$ cat config.mk
export PLATFORM = sky130hd
export DESIGN_NAME = bus_lock_window
export DESIGN_NICKNAME = d
export VERILOG_FILES = /design/src/rtl/bus_lock_window_pkg.sv /design/src/rtl/lock_action_sel.sv /design/src/rtl/lock_countdown.sv /design/src/rtl/lock_state_regs.sv /design/src/rtl/bus_lock_window.sv
export SDC_FILE = /design/constraint.sdc
export NUM_CORES = 1
export LEC_CHECK = 0
export BUFFER_PORTS_ARGS = -buffer_cell sky130_fd_sc_hd__buf_2
export CORE_AREA = 2 2 39 41
export CTS_CLUSTER_DIAMETER = 150
export DETAILED_ROUTE_END_ITERATION = 8
export DIE_AREA = 0 0 41 43
export PLACE_DENSITY = 0.59
export SLEW_MARGIN = 15
export SYNTH_ARGS = -nofsm -noshare
export SYNTH_HDL_FRONTEND = slang
export SYNTH_SLANG_ARGS = --single-unit
$ cat constraint.sdc
create_clock -name clk -period 1.3 [get_ports clk]
set_input_delay 0.195 -clock clk [delete_from_list [all_inputs] [get_ports clk]]
set_output_delay 0.195 -clock clk [all_outputs]
set_load 0.01 [all_outputs]
$ cat src/rtl/bus_lock_window_pkg.sv
package bus_lock_window_pkg;

  typedef enum logic [2:0] {
    ACT_IDLE     = 3'd0,
    ACT_ENTER    = 3'd1,
    ACT_HOLD     = 3'd2,
    ACT_EXIT_EXC = 3'd3,
    ACT_EXIT_WR  = 3'd4,
    ACT_EXIT_TMO = 3'd5
  } lock_act_t;

  function automatic logic act_is_exit(input lock_act_t a);
    return (a == ACT_EXIT_EXC) || (a == ACT_EXIT_WR) || (a == ACT_EXIT_TMO);
  endfunction

endpackage

$ cat src/rtl/lock_action_sel.sv
module lock_action_sel
  import bus_lock_window_pkg::*;
(
  input  logic      active,
  input  logic      lock_op,
  input  logic      wr_done,
  input  logic      exc,
  input  logic      cnt_last,
  output lock_act_t act
);

  // Priority: exception, lock instruction, write completion, expiry.
  always_comb begin
    if (exc) begin
      act = active ? ACT_EXIT_EXC : ACT_IDLE;
    end else if (lock_op) begin
      act = ACT_ENTER;
    end else if (!active) begin
      act = ACT_IDLE;
    end else if (wr_done) begin
      act = ACT_EXIT_WR;
    end else if (cnt_last) begin
      act = ACT_EXIT_TMO;
    end else begin
      act = ACT_HOLD;
    end
  end

endmodule

$ cat src/rtl/lock_countdown.sv
module lock_countdown
  import bus_lock_window_pkg::*;
#(
  parameter int WINDOW = 32
) (
  input  logic      clk,
  input  logic      rst,
  input  lock_act_t act,
  output logic      cnt_last
);

  localparam int CW = $clog2(WINDOW + 1);
  localparam logic [CW-1:0] FULL = CW'(WINDOW);
  localparam logic [CW-1:0] ONE  = CW'(1);

  logic [CW-1:0] cnt_q;

  always_ff @(posedge clk) begin
    if (rst) begin
      cnt_q <= '0;
    end else begin
      case (act)
        ACT_ENTER: cnt_q <= FULL;
        ACT_HOLD:  cnt_q <= cnt_q - ONE;
        default:   cnt_q <= '0;
      endcase
    end
  end

  assign cnt_last = (cnt_q == ONE);

  assert_cnt_bound_R4: assert property (@(posedge clk) disable iff (rst)
    cnt_q <= FULL);

  assert_hold_nonzero_R4: assert property (@(posedge clk) disable iff (rst)
    (act == ACT_HOLD) |-> (cnt_q > ONE));

endmodule

$ cat src/rtl/lock_state_regs.sv
module lock_state_regs
  import bus_lock_window_pkg::*;
(
  input  logic      clk,
  input  logic      rst,
  input  lock_act_t act,
  output logic      active,
  output logic      mask_q,
  output logic      tmo_q
);

  logic active_q;

  always_ff @(posedge clk) begin
    if (rst) begin
      active_q <= 1'b0;
      mask_q   <= 1'b0;
    end else if (act == ACT_ENTER) begin
      active_q <= 1'b1;
      mask_q   <= 1'b1;
    end else if (act_is_exit(act)) begin
      active_q <= 1'b0;
      mask_q   <= 1'b0;
    end
  end

  always_ff @(posedge clk) begin
    if (rst) begin
      tmo_q <= 1'b0;
    end else if (act == ACT_ENTER) begin
      tmo_q <= 1'b0;
    end else if (act == ACT_EXIT_TMO) begin
      tmo_q <= 1'b1;
    end
  end

  assign active = active_q;

  assert_mask_tracks_R3: assert property (@(posedge clk) disable iff (rst)
    mask_q == active_q);

  assert_tmo_only_on_expiry_R4: assert property (@(posedge clk) disable iff (rst)
    $rose(tmo_q) |-> (!active_q && $past(active_q)));

  assert_tmo_idle_only_R8: assert property (@(posedge clk) disable iff (rst)
    tmo_q |-> !active_q);

endmodule

$ cat src/rtl/bus_lock_window.sv
module bus_lock_window
  import bus_lock_window_pkg::*;
#(
  parameter int WINDOW = 32
) (
  input  logic clk,
  input  logic rst,
  input  logic lock_op,
  input  logic mem_wr_done,
  input  logic exc_raise,
  output logic bus_lock,
  output logic irq_mask,
  output logic lock_timed_out
);

  localparam int RW = $clog2(WINDOW + 2);

  lock_act_t act;
  logic      active;
  logic      cnt_last;

  lock_action_sel u_sel (
    .active   (active),
    .lock_op  (lock_op),
    .wr_done  (mem_wr_done),
    .exc      (exc_raise),
    .cnt_last (cnt_last),
    .act      (act)
  );

  lock_countdown #(.WINDOW(WINDOW)) u_cnt (
    .clk      (clk),
    .rst      (rst),
    .act      (act),
    .cnt_last (cnt_last)
  );

  lock_state_regs u_state (
    .clk    (clk),
    .rst    (rst),
    .act    (act),
    .active (active),
    .mask_q (irq_mask),
    .tmo_q  (lock_timed_out)
  );

  assign bus_lock = active;

  // Held-cycle counter for the window assertion.
  logic [RW-1:0] held_run;
  always_ff @(posedge clk) begin
    if (rst) begin
      held_run <= '0;
    end else if (lock_op && !exc_raise) begin
      held_run <= RW'(1);
    end else if (bus_lock && held_run != '1) begin
      held_run <= held_run + RW'(1);
    end else if (!bus_lock) begin
      held_run <= '0;
    end
  end

  assert_window_limit_R4: assert property (@(posedge clk) disable iff (rst)
    bus_lock |-> (held_run <= RW'(WINDOW)));

  assert_lock_entry_R2: assert property (@(posedge clk) disable iff (rst)
    (lock_op && !exc_raise) |=> (bus_lock && irq_mask && !lock_timed_out));

  assert_exc_release_R5: assert property (@(posedge clk) disable iff (rst)
    exc_raise |=> !bus_lock);

  assert_wr_release_R6: assert property (@(posedge clk) disable iff (rst)
    (bus_lock && mem_wr_done && !lock_op && !exc_raise) |=> (!bus_lock && !lock_timed_out));

  assert_tmo_sticky_R8: assert property (@(posedge clk) disable iff (rst)
    (!bus_lock && !lock_op) |=> $stable(lock_timed_out));

  assert_idle_stays_R9: assert property (@(posedge clk) disable iff (rst)
    (!bus_lock && !lock_op) |=> !bus_lock);

endmodule

==> metrics.yaml <==
critical_path:
  crit_path_start: "u_cnt.cnt_q[2]$_SDFF_PP0_"
  r2r-end: "u_cnt.cnt_q[5]$_SDFF_PP0_"
  critPathKind: "flip-flop to flip-flop"
  rr_worst_depth: 4
  endpoint: "u_cnt.cnt_q[5]$_SDFF_PP0_"
  path_cells: "or3_4 > o21ai_2 > nand2b_4 > o22ai_2"
  rrSetupSlack_ns: 0.07
  cp_slowest_cell: "or3_4"
  cp_slowest_stage_delay_ns: 0.41
  crit_fanout: 6
  r2r-start: "u_cnt.cnt_q[2]$_SDFF_PP0_"
  end_kind: "flip-flop"
  arrival_ns: 1.37
  critPathRequiredTime_ns: 1.44
  cp-start-kind: "flip-flop"
clock_network:
  cts_buffers: 3
  post-cts-setup-buffers: 0
  htree_levels: 1
  clk_pin_slew_ns: 0.06
  numClockSinks: 8
  clockBufferDepth: 2
  clk_latency_ns: 0.25
  cts_tree: "done"
  cts_root_buffer: "clkbuf_4"
yosys:
  syn-num-nets: 45
  synth_area_um2: 378
  syn_avg_cell_area_um2: 9.94
  yosysSeqAreaShare_pct: 42.4
  synth_seq_cells: 8
  yosys_warnings: 0
  synthTopCellsByArea: "dfxtp_1 (42%), xnor2_1 (7.0%), ha_1 (6.6%)"
  synth-main-ff-cell: "dfxtp_1"
  synth_common_cells: "dfxtp_1 (8), nor2_1 (6), inv_1 (3), nand2b_1 (3), xnor2_1 (3)"
  synth_top_area_share_pct: 42.4
  synth_edf_count: 0
  yosysMostFrequentCell: "dfxtp_1"
  yosys.area.top_type: "dfxtp_1"
  synth-async-reset-ratio_pct: 0
  yosysUniqueCellTypes: 19
  syn-instance-count: 38
power_and_ir_drop:
  p_seq_share_pct: 53.9
  power_switching_share_pct: 20.7
  p_clk_share_pct: 39.4
  combPwrFrac_pct: 6.7
  power.switching_uw: 97.0
  ir_drop_v: 0.000414
  p_per_area_nw_per_um2: 1020
  leakage_nw: 0.223
  p_int_uw: 371
global_route:
  use_met3_pct: 6.28
  grt_pass1_vias: 256
  grt_util_all_layers_pct: 8.67
  met1_usage_pct: 9.77
  gr-usage-met2_pct: 11.9
  grt_pass1_wl_um: 979
  grt_max_degree: 7
  overflow: 0
  antenna_found_initial: 0
  top_usage_layer: "met2"
floorplanning:
  dieArea_um2: 1760
  num_rows: 14
  die_y_um: 43
  ioPinCount: 8
  initial_core_util_pct: 27.3
  core_area_um2: 1380
  die_x_um: 41
sta:
  timing.fmax_mhz: 810
  whs_ns: 0.138
  final-max-slew-violation-count: 0
  finalCritPeriodShare_pct: 94.9
  slew_headroom_pct: 78.3
  tightest_slew_ns: 0.321
  fin_skew_ns: 0.00747
  timing_hold_violations_final: 0
  period_needed_ns: 1.23
  rsz0062_at_grt: "false"
  finalSetupViolCount: 0
  finalSetupTns_ns: 0
hold_path:
  hold_path.class: "input port to flip-flop"
  min_from: "rst"
detailed_routing:
  drt_iter0_markers: 5
  wire_per_inst_um: 9.28
  ant_nets: 0
  drc: 0
  viasPerCell: 4.20
  dr.pass1.iters: 3
  routed-via-count: 269
  routed_wl_um: 594
final_layout:
  num_antenna_cells: 0
  drive_gt1_share_pct: 35.4
  n_fill_cell: 149
  nets: 57
  final_cells: 64
  area_delta_synth_final_pct: 21.5
placement:
  place_hpwl_um: 487
  gp_congestion: 0.716
  portBuffers: 7
  dp_cells: 61
status:
  status: "completed"
job:
  drv_cap: 0
==> layout by cell type, fill, tap and decap left out, drive strengths merged, types with 2 or more instances in the layout <==
master / n
inv: 3
buf: 8
ha: 2
xnor2: 3
nand2b: 4
nor2: 6
dfxtp: 8
nor3: 2
clkbuf: 3
==> how the worst min path moves through the flow <==
stage / end / slack, ns / depth (start not counted)
final: u_state.mask_q$_SDFFE_PP0P_ / 0.14 / 2
after global routing: u_state.mask_q$_SDFFE_PP0P_ / 0.14 / 2
after CTS: u_state.mask_q$_SDFFE_PP0P_ / 0.13 / 2
after detailed placement: u_state.mask_q$_SDFFE_PP0P_ / 0.40 / 2
after global placement: u_state.mask_q$_SDFFE_PP0P_ / 0.41 / 2
after floorplan: u_state.mask_q$_SDFFE_PP0P_ / 0.26 / 1
==> flip-flops by register name (all words and copies together), names as in the netlist <==
signal / cells
u_state.mask_q: 1
u_cnt.cnt_q: 6
u_state.tmo_q: 1
==> repair_timing <==
| item | 4_1_cts | 5_1_grt |
|---|---|---|
| setup endpoints to repair | 0 | 6 |
| hold buffers | 0 | 0 |
| gates resized for setup | 0 | 1 |
==> through the flow <==
stage	power [mW]	worst slack (ns)	cell area (um2)	utilization (%)
after detailed placement	0.289	0.0485	433	31.3
final	0.468	0.0662	459	33.2
after floorplan	0.277	0.0762	378	-
after global placement	0.289	0.0764	433	31.3
after global routing	0.499	0.000458	459	33.2
after CTS	0.483	0.0333	455	32.9
==> worst max-delay path, delay by kind of cell, from the launching register on <==
kind               cells  cell delay (ns)
DFF                    1             0.31
AOI/OAI and AO/OA      2             0.23
and+or+nand+nor        2             0.59
==> per-layer routing <==
| layer | vias to the layer above | part of all wire, % |
|---|---|---|
| met5 | - | 0 |
| met4 | 0 | 0 |
| met3 | 0 | 8.2 |
| met2 | 7 | 45 |
| met1 | 115 | 47 |
| li1 | 147 | - |
==> cell type report <==
class,count,area (um2),share of cell area [%]
Multi-Input combinational cell,26,203,44.1
Sequential cell,8,160,34.9
Timing Repair Buffer,8,42.5,9.26
Clock buffer,3,22.5,4.90
Tap cell,16,20.0,4.36
Inverter,3,11.3,2.45
==> power groups by stage <==
stage | clock, mW | combinational (mW) | sequential (mW)
floorplan | 0 | 0.0193 | 0.258
global placement | 0 | 0.0316 | 0.257
detailed placement | 0 | 0.0318 | 0.257
CTS | 0.199 | 0.0319 | 0.252
global route | 0.212 | 0.0354 | 0.252
finish | 0.184 | 0.0316 | 0.252
==> cell families after synthesis <==
group | share of synthesized area (%)
AO/OA/AOI/OAI | 8.61
XOR/XNOR | 9.27
adder cells (fa/ha/maj) | 6.62
buffers and inverters | 4.97
flip-flops | 42.4
AND/OR/NAND/NOR | 28.1
Note: power is estimated with default switching activity, not from simulation.
